### src/rtl/uart_rt_pkg.sv
package uart_rt_pkg;

   typedef enum logic [1:0] {
      CH_NORMAL = 2'd0,
      CH_ECHO   = 2'd1,
      CH_LOCAL  = 2'd2,
      CH_REMOTE = 2'd3
   } chan_mode_e;

   typedef enum logic [1:0] {
      A_CTRL = 2'd0,
      A_MODE = 2'd1,
      A_DATA = 2'd2,
      A_TMO  = 2'd3
   } host_addr_e;

   localparam int          CTRL_W    = 9;
   localparam logic [8:0]  CTRL_INIT = 9'h128;
   localparam int          B_RXFLUSH = 0;
   localparam int          B_TXFLUSH = 1;
   localparam int          B_RXON    = 2;
   localparam int          B_RXOFF   = 3;
   localparam int          B_TXON    = 4;
   localparam int          B_TXOFF   = 5;
   localparam int          MODE_LSB  = 8;

   function automatic int imax(input int a, input int b);
      return (a > b) ? a : b;
   endfunction

endpackage

### src/rtl/uart_rt_fifo.sv
module uart_rt_fifo #(
   parameter  int W     = 8,
   parameter  int DEPTH = 16,
   localparam int AW    = (DEPTH > 1) ? $clog2(DEPTH) : 1,
   localparam int LW    = $clog2(DEPTH + 1)
) (
   input  logic          clk,
   input  logic          rst_n,
   input  logic          flush,
   input  logic          push,
   input  logic [W-1:0]  din,
   input  logic          pop,
   output logic [W-1:0]  dout,
   output logic [LW-1:0] level
);

   if (DEPTH < 2) begin : g_bad_depth
      $error("uart_rt_fifo: DEPTH must be at least 2");
   end

   logic [W-1:0]  mem [DEPTH];
   logic [AW-1:0] rptr, wptr, rnext, wnext;
   logic          do_push, do_pop;

   assign do_push = push && (level != LW'(DEPTH));
   assign do_pop  = pop  && (level != '0);
   assign dout    = mem[rptr];

   if ((DEPTH & (DEPTH - 1)) == 0) begin : g_pow2
      assign wnext = wptr + 1'b1;
      assign rnext = rptr + 1'b1;
   end else begin : g_wrap
      assign wnext = (wptr == AW'(DEPTH - 1)) ? '0 : wptr + 1'b1;
      assign rnext = (rptr == AW'(DEPTH - 1)) ? '0 : rptr + 1'b1;
   end

   always_ff @(posedge clk) begin
      if (do_push && !flush) mem[wptr] <= din;
   end

   always_ff @(posedge clk) begin
      if (!rst_n || flush) begin
         rptr  <= '0;
         wptr  <= '0;
         level <= '0;
      end else begin
         if (do_push) wptr <= wnext;
         if (do_pop)  rptr <= rnext;
         case ({do_push, do_pop})
            2'b10:   level <= level + 1'b1;
            2'b01:   level <= level - 1'b1;
            default: level <= level;
         endcase
      end
   end

   // the router only stores into a FIFO that has room
   assert_push_room_R6: assert property (@(posedge clk) disable iff (!rst_n)
      push |-> (level != LW'(DEPTH)));

   assert_no_overflow_R6: assert property (@(posedge clk) disable iff (!rst_n)
      level <= LW'(DEPTH));

endmodule

### src/rtl/uart_rt_regs.sv
module uart_rt_regs
   import uart_rt_pkg::*;
#(
   parameter int HW = 16,
   parameter int TW = 8
) (
   input  logic          clk,
   input  logic          rst_n,
   input  logic          host_we,
   input  logic [1:0]    host_addr,
   input  logic [HW-1:0] host_wdata,
   output chan_mode_e    mode,
   output logic          rx_en,
   output logic          tx_en,
   output logic          rx_flush,
   output logic          tx_flush,
   output logic [TW-1:0] tmo_cfg,
   output logic [HW-1:0] reg_rdata
);

   logic [CTRL_W-1:0] ctrl_q;
   host_addr_e        sel;
   logic              wr_ctrl, wr_mode, wr_tmo;
   logic              unused_wdata;

   assign sel     = host_addr_e'(host_addr);
   assign wr_ctrl = host_we && (sel == A_CTRL);
   assign wr_mode = host_we && (sel == A_MODE);
   assign wr_tmo  = host_we && (sel == A_TMO);
   assign unused_wdata = &{1'b0, host_wdata[HW-1:MODE_LSB+2]};

   always_ff @(posedge clk) begin
      if (!rst_n) begin
         ctrl_q  <= CTRL_INIT;
         mode    <= CH_NORMAL;
         tmo_cfg <= '0;
      end else begin
         if (wr_ctrl) ctrl_q  <= {host_wdata[CTRL_W-1:B_RXON], 2'b00};
         if (wr_mode) mode    <= chan_mode_e'(host_wdata[MODE_LSB+1:MODE_LSB]);
         if (wr_tmo)  tmo_cfg <= host_wdata[TW-1:0];
      end
   end

   // disable wins over enable in each direction
   assign rx_en    = ctrl_q[B_RXON] && !ctrl_q[B_RXOFF];
   assign tx_en    = ctrl_q[B_TXON] && !ctrl_q[B_TXOFF];
   assign rx_flush = wr_ctrl && host_wdata[B_RXFLUSH];
   assign tx_flush = wr_ctrl && host_wdata[B_TXFLUSH];

   always_comb begin
      case (sel)
         A_CTRL:  reg_rdata = HW'(ctrl_q);
         A_MODE:  reg_rdata = HW'({mode, 8'h00});
         A_TMO:   reg_rdata = HW'(tmo_cfg);
         default: reg_rdata = '0;
      endcase
   end

   // the mode changes only through a mode write
   assert_mode_hold_R1: assert property (@(posedge clk) disable iff (!rst_n)
      !wr_mode |=> $stable(mode));

   // the flush bits never read back as set
   assert_flush_selfclear_R5: assert property (@(posedge clk) disable iff (!rst_n)
      wr_ctrl |=> (reg_rdata[1:0] == 2'b00) || (sel != A_CTRL));

endmodule

### src/rtl/uart_rt_route.sv
module uart_rt_route
   import uart_rt_pkg::*;
#(
   parameter  int DW  = 8,
   parameter  int RXD = 16,
   parameter  int TXD = 16,
   localparam int RLW = $clog2(RXD + 1),
   localparam int TLW = $clog2(TXD + 1),
   localparam int MAXD = imax(RXD, TXD),
   localparam int AW  = $clog2(MAXD + 1)
) (
   input  logic           clk,
   input  logic           rst_n,
   input  chan_mode_e     mode,
   input  logic           rx_en,
   input  logic           tx_en,
   input  logic           ser_valid,
   input  logic [DW-1:0]  ser_data,
   input  logic           host_dwe,
   input  logic [DW-1:0]  host_byte,
   input  logic [RLW-1:0] rx_level,
   input  logic [TLW-1:0] tx_level,
   output logic           rx_push,
   output logic [DW-1:0]  rx_din,
   output logic           tx_push,
   output logic [DW-1:0]  tx_din,
   output logic           rx_ovr,
   output logic [AW-1:0]  room
);

   logic ser_to_rx, ser_to_tx, host_to_rx, host_to_tx;
   logic rx_req, tx_req, rx_full, tx_full;
   logic [AW-1:0] rx_free, tx_free;

   assign ser_to_rx  = (mode == CH_NORMAL) || (mode == CH_ECHO);
   assign ser_to_tx  = (mode == CH_ECHO)   || (mode == CH_REMOTE);
   assign host_to_rx = (mode == CH_LOCAL);
   assign host_to_tx = (mode == CH_NORMAL);

   assign rx_full = (rx_level == RLW'(RXD));
   assign tx_full = (tx_level == TLW'(TXD));

   assign rx_req  = rx_en && ((ser_valid && ser_to_rx) || (host_dwe && host_to_rx));
   assign tx_req  = tx_en && ((ser_valid && ser_to_tx) || (host_dwe && host_to_tx));
   assign rx_din  = host_to_rx ? host_byte : ser_data;
   assign tx_din  = host_to_tx ? host_byte : ser_data;

   assign rx_push = rx_req && !rx_full;
   assign rx_ovr  = rx_req && rx_full;
   assign tx_push = tx_req && !tx_full;

   assign rx_free = AW'(RXD) - AW'(rx_level);
   assign tx_free = AW'(TXD) - AW'(tx_level);

   always_comb begin
      room = AW'(MAXD);
      if (ser_to_rx && (rx_free < room)) room = rx_free;
      if (ser_to_tx && (tx_free < room)) room = tx_free;
   end

   // a host byte never lands in both FIFOs
   assert_host_one_dest_R2: assert property (@(posedge clk) disable iff (!rst_n)
      (host_dwe && !ser_valid) |-> !(rx_push && tx_push));

   // room never promises more than a limiting FIFO holds
   assert_room_bound_R7: assert property (@(posedge clk) disable iff (!rst_n)
      ser_to_rx |-> (room <= rx_free));

endmodule

### src/rtl/uart_rt_tmo.sv
module uart_rt_tmo #(
   parameter  int TW        = 8,
   parameter  int CHAR_CYC  = 10,
   localparam int WAIT      = 4 * CHAR_CYC,
   localparam int CW        = $clog2(WAIT + 1)
) (
   input  logic          clk,
   input  logic          rst_n,
   input  logic          load,
   input  logic [TW-1:0] tmo_cfg,
   output logic          fire
);

   if (CHAR_CYC < 1) begin : g_bad_char
      $error("uart_rt_tmo: CHAR_CYC must be at least 1");
   end

   logic [CW-1:0] cnt;

   always_ff @(posedge clk) begin
      if (!rst_n) begin
         cnt  <= '0;
         fire <= 1'b0;
      end else begin
         if (load)             cnt <= CW'(WAIT);
         else if (cnt != '0)   cnt <= cnt - 1'b1;
         fire <= (cnt == CW'(1)) && (tmo_cfg != '0);
      end
   end

   // no timeout pulse while the setting is zero
   assert_tmo_gated_R8: assert property (@(posedge clk) disable iff (!rst_n)
      fire |-> ($past(tmo_cfg) != '0));

endmodule

### src/rtl/uart_chan_router.sv
module uart_chan_router
   import uart_rt_pkg::*;
#(
   parameter  int DW          = 8,
   parameter  int RX_DEPTH    = 16,
   parameter  int TX_DEPTH    = 16,
   parameter  int HW          = 16,
   parameter  int TMO_W       = 8,
   parameter  int CHAR_CYCLES = 10,
   localparam int RLW         = $clog2(RX_DEPTH + 1),
   localparam int TLW         = $clog2(TX_DEPTH + 1),
   localparam int AW          = $clog2(imax(RX_DEPTH, TX_DEPTH) + 1)
) (
   input  logic           clk,
   input  logic           rst_n,
   input  logic           host_we,
   input  logic           host_re,
   input  logic [1:0]     host_addr,
   input  logic [HW-1:0]  host_wdata,
   output logic [HW-1:0]  host_rdata,
   input  logic           ser_rx_valid,
   input  logic [DW-1:0]  ser_rx_data,
   output logic           ser_tx_valid,
   output logic [DW-1:0]  ser_tx_data,
   input  logic           ser_tx_ready,
   output logic [RLW-1:0] rx_level,
   output logic [TLW-1:0] tx_level,
   output logic [AW-1:0]  accept_room,
   output logic           rx_overrun,
   output logic           rx_timeout
);

   if (HW < MODE_LSB + 2) begin : g_bad_hw
      $error("uart_chan_router: HW too narrow for the mode field");
   end
   if ((DW > HW) || (TMO_W > HW)) begin : g_bad_fields
      $error("uart_chan_router: DW and TMO_W must fit in HW");
   end

   chan_mode_e       mode;
   logic             rx_en, tx_en, rx_flush, tx_flush;
   logic [TMO_W-1:0] tmo_cfg;
   logic [HW-1:0]    reg_rdata;
   logic             host_dwe, rd_data;
   logic             rx_push, tx_push, rx_pop, tx_pop, rx_ovr;
   logic [DW-1:0]    rx_din, tx_din, rx_head;

   assign host_dwe = host_we && (host_addr_e'(host_addr) == A_DATA);
   assign rd_data  = host_re && (host_addr_e'(host_addr) == A_DATA);

   uart_rt_regs #(.HW(HW), .TW(TMO_W)) u_regs (
      .clk, .rst_n, .host_we, .host_addr, .host_wdata,
      .mode, .rx_en, .tx_en, .rx_flush, .tx_flush, .tmo_cfg, .reg_rdata
   );

   uart_rt_route #(.DW(DW), .RXD(RX_DEPTH), .TXD(TX_DEPTH)) u_route (
      .clk, .rst_n, .mode, .rx_en, .tx_en,
      .ser_valid (ser_rx_valid),
      .ser_data  (ser_rx_data),
      .host_dwe,
      .host_byte (host_wdata[DW-1:0]),
      .rx_level, .tx_level,
      .rx_push, .rx_din, .tx_push, .tx_din, .rx_ovr,
      .room      (accept_room)
   );

   assign rx_pop = rd_data && rx_en && (rx_level != '0);
   assign tx_pop = ser_tx_ready && (tx_level != '0);

   uart_rt_fifo #(.W(DW), .DEPTH(RX_DEPTH)) u_rxq (
      .clk, .rst_n, .flush(rx_flush), .push(rx_push), .din(rx_din),
      .pop(rx_pop), .dout(rx_head), .level(rx_level)
   );

   uart_rt_fifo #(.W(DW), .DEPTH(TX_DEPTH)) u_txq (
      .clk, .rst_n, .flush(tx_flush), .push(tx_push), .din(tx_din),
      .pop(tx_pop), .dout(ser_tx_data), .level(tx_level)
   );

   assign ser_tx_valid = (tx_level != '0);

   uart_rt_tmo #(.TW(TMO_W), .CHAR_CYC(CHAR_CYCLES)) u_tmo (
      .clk, .rst_n,
      .load    (rx_push && !rx_flush),
      .tmo_cfg,
      .fire    (rx_timeout)
   );

   always_ff @(posedge clk) begin
      if (!rst_n) begin
         host_rdata <= '0;
         rx_overrun <= 1'b0;
      end else begin
         rx_overrun <= rx_ovr;
         if (host_re) begin
            if (rd_data) host_rdata <= rx_pop ? HW'(rx_head) : '0;
            else         host_rdata <= reg_rdata;
         end
      end
   end

   assert_rx_flush_R5: assert property (@(posedge clk) disable iff (!rst_n)
      rx_flush |=> (rx_level == '0));

   assert_tx_flush_R5: assert property (@(posedge clk) disable iff (!rst_n)
      tx_flush |=> (tx_level == '0));

   assert_rx_gate_R3: assert property (@(posedge clk) disable iff (!rst_n)
      !rx_en |=> (rx_level <= $past(rx_level)));

   assert_tx_gate_R4: assert property (@(posedge clk) disable iff (!rst_n)
      (!tx_en && !tx_flush) |=> (tx_level <= $past(tx_level)));

   assert_ovr_full_R6: assert property (@(posedge clk) disable iff (!rst_n)
      rx_overrun |-> ($past(rx_level) == RLW'(RX_DEPTH)));

   assert_empty_read_R10: assert property (@(posedge clk) disable iff (!rst_n)
      (rd_data && (rx_level == '0)) |=> (host_rdata == '0));

endmodule

### config.mk
export PLATFORM = sky130hd
export DESIGN_NAME = uart_chan_router
export DESIGN_NICKNAME = d
export VERILOG_FILES = /design/src/rtl/uart_rt_pkg.sv /design/src/rtl/uart_rt_fifo.sv /design/src/rtl/uart_rt_regs.sv /design/src/rtl/uart_rt_route.sv /design/src/rtl/uart_rt_tmo.sv /design/src/rtl/uart_chan_router.sv
export SDC_FILE = /design/constraint.sdc
export NUM_CORES = 1
export LEC_CHECK = 0
export BUFFER_PORTS_ARGS = -buffer_cell sky130_fd_sc_hd__clkbuf_2
export CORE_UTILIZATION = 35
export DETAILED_ROUTE_END_ITERATION = 6
export HOLD_SLACK_MARGIN = 0.03
export PLACE_DENSITY = 0.59
export SYNTH_ARGS = -nofsm -noshare
export SYNTH_HDL_FRONTEND = slang
export SYNTH_SLANG_ARGS = --single-unit
export TNS_END_PERCENT = 1
### constraint.sdc
create_clock -name clk -period 3.7 [get_ports clk]
set_input_delay 0.74 -clock clk [delete_from_list [all_inputs] [get_ports clk]]
set_output_delay 0.74 -clock clk [all_outputs]
set_load 0.01 [all_outputs]
==> flow_summary.ini <==
[yosys]
synth_top_family_by_area = multiplexers
syn-mean-instance-area_sq_um = 15.1
synth-main-ff-cell = edfxtp_1
synth_fa_ha_area_share_pct = 3.01
yosys.area.top_type = edfxtp_1
synthCells = 912
synth_most_common_cell = edfxtp_1
synth-compound-area-share_pct = 5.43
synth_xor_area_share_pct = 1.52
async_flop_share_pct = 0
synth.area.mux_share_pct = 13.8
yosysTopAreaCellShare_pct = 55.8
synth_top_cells_by_area = edfxtp_1 (56%), dfxtp_1 (10%), mux4_1 (5.3%), mux4_2 (3.9%), ha_1 (2.7%)
synth_edf_count = 256
synthSimpleGateAreaFrac_pct = 7.75
ys_seq_area_share_pct = 65.8
yosysWarnings = 0
synth_common_cells = edfxtp_1 (256), dfxtp_1 (69), nor2_1 (66)
yosys_register_bits = 325
synth_cell_type_count = 51
syn_area_sq_mm = 0.0138

[cts]
clock_sinks = 325
insertion_delay_ns = 0.51
root_buffer = clkbuf_16
htree_levels = 2
cts_tree = done
clock_path_buffers = 3
clk_pin_slew_ns = 0.06
ctsHoldBuffers = 0
cts_buffers = 35

[place]
place_congestion = 0.765
placed_cell_area_sq_mm = 0.0148
io_buffers = 61
dp_hpwl_mm = 20.6

[worst_setup_path]
path_cells = inv_2 -> ha_4 -> nor3b_4 -> ha_1 -> nor2b_4 -> nand2_2 -> ha_4 -> nand2_1 -> a31oi_1 -> a211o_1 -> a31oi_4 -> mux2i_1 -> buf_2
critPathArrivalTime_ns = 2.95
worstSetupPathType = reg -> out
cp-start-kind = flip-flop
cpMostUsedCell = ha_4
critPathCaptureType = output port
critical_path.max_stage_delay_ns = 0.33
required_ns = 2.96
crit_slowest_cell = dfxtp_2
critPathMaxFanout = 5

[cells_and_area]
areaGrowthSynthToFinish_pct = 16.6
final_util_pct = 41.5
fill_cells = 3539
final_nets = 1075
antennaDiodeCount = 0
drive_gt1_share_pct = 22.1
post-route-cell-area_sq_mm = 0.0161

[hold_path]
min_path_type = reg -> reg

[sta]
max_slew_margin_pct = 37.8
hold_violations = 0
fin_setup_tns_ns = 0
setup_viol = 0
layout_min_cycle_time_ns = 3.69
drv_slew = 0
maxClockFrequency_mhz = 271
fin_crit_sh_pct = 99.7
rsz0062_at_grt = true
finalClockSkew_ns = 0.0171
tightest_slew_ns = 0.931

[floorplan]
die_x_um = 200
ios = 74
start_util_pct = 35.6
dieArea_sq_mm = 0.0402
die_h_um = 200
row_count = 72
coreArea_sq_mm = 0.0387

[run_status]
status = finished, final reports clean

[global_routing]
grt_antenna_before_repair = 1
grt-ovfl-total = 0
grt_pass1_vias = 7666
grtUsageTotal_pct = 15.0
grt_pass1_wl_mm = 46.2
grt_max_degree = 27

[drt]
wirelength_mm = 29.7
drtAntennaViolNets = 0
via_per_inst = 4.95
avgRoutedWirePerCell_um = 19.1
dr.pass1.iters = 5
drt_iter0_drc = 589
drc = 0
vias = 7694

[flow_run]
cap_violations = 0

[power_and_ir_drop]
power_leakage_nw = 5.35
peakVddDrop_uv = 297
p_per_area_mw_per_mm2 = 490
[cell usage in the layout, fill, tap and decap left out, drive strengths merged, types with 23 or more instances in the layout]
cell / instances
a21oi: 43
buf: 51
clkbuf: 98
dfxtp: 69
edfxtp: 256
ha: 30
inv: 29
mux2: 24
mux2i: 35
mux4: 52
nand2: 60
nand3: 23
nor2: 66
nor2b: 28
[stage by stage]
stage | setup slack, ns | instances | hold slack (ns) | power, mW
floorplan | 0.174 | 917 | 0.437 | 4.34
global placement | 0.207 | 1490 | 0.445 | 4.44
detailed placement | 0.209 | 1490 | 0.453 | 4.45
CTS | -0.0372 | 1555 | 0.462 | 7.94
global route | -0.147 | 1555 | 0.473 | 8.13
finish | 0.0115 | 1555 | 0.460 | 7.87
[kinds of logic (layout without fill, tap and decap cells)]
family | after synthesis | after routing
other | 1 | 6
DFF | 325 | 325
buffers and inverters | 76 | 196
xor gates and xnor gates | 24 | 24
AOI/OAI and AO/OA | 118 | 118
adders and majority gates | 32 | 32
muxes | 111 | 111
and+or+nand+nor | 225 | 225
[registers in the layout (all words and copies together), names as in the netlist, named ones only]
name,count
u_rxq.rptr,4
u_rxq.mem,128
u_tmo.fire,1
u_txq.wptr,4
u_tmo.cnt,6
u_rxq.level,5
u_regs.tmo_cfg,8
u_txq.mem,128
u_rxq.wptr,4
u_txq.level,5
rx_overrun,1
u_txq.rptr,4
host_rdata,10
u_regs.ctrl_q,7
u_regs.mode,2
[final cells by class]
class | instances | area, sq um | area share [%]
clock inverters | 22 | 250 | 1.56
multi-input cells | 516 | 4440 | 27.6
inverters | 25 | 93.8 | 0.584
repair buffers | 108 | 671 | 4.17
well taps | 518 | 648 | 4.03
flip-flops and latches | 325 | 9070 | 56.5
clock buffers | 41 | 898 | 5.59
[critical path: cells and delay by family, from the launching register on]
kind	cells	cell delay [ns]
buffers and inverters	2	0.20
AND/OR/NAND/NOR	4	0.45
multiplexers	1	0.22
adder cells (fa/ha/maj)	3	0.67
flip-flops	1	0.33
AO/OA/AOI/OAI	3	0.56
[layer usage]
layer,vias to the layer above,part of all wire (%),global-route usage (%)
li1,3678,-,-
met1,3815,46,20.6
met2,162,49,24.9
met3,39,3.9,2.05
met4,0,1.9,3.98
met5,-,0,0
[power by group]
part	switching, mW	internal [mW]
Clock	1.40	2.10
Sequential	0.0358	3.99
Combinational	0.223	0.120
[path summary, 6_finish.rpt]
| check | start | end | slack [ns] | cells after the start |
|---|---|---|---|---|
| worst max-delay path | u_rxq.level[1] | accept_room[2] | 0.01 | 13 |
| worst min-delay path | u_regs.ctrl_q[7] | u_regs.ctrl_q[7] | 0.46 | 2 |
| worst max register to register | u_rxq.level[1] | u_rxq.level[4] | 0.47 | 14 |
| worst min register to register | u_regs.ctrl_q[7] | u_regs.ctrl_q[7] | 0.46 | 2 |
[what timing repair did]
action	CTS	global route
endpoints found under the setup margin	5	5
pin swaps	5	0
resized for setup	15	4
setup buffers	2	0
Power figures use the tool's default switching activity.
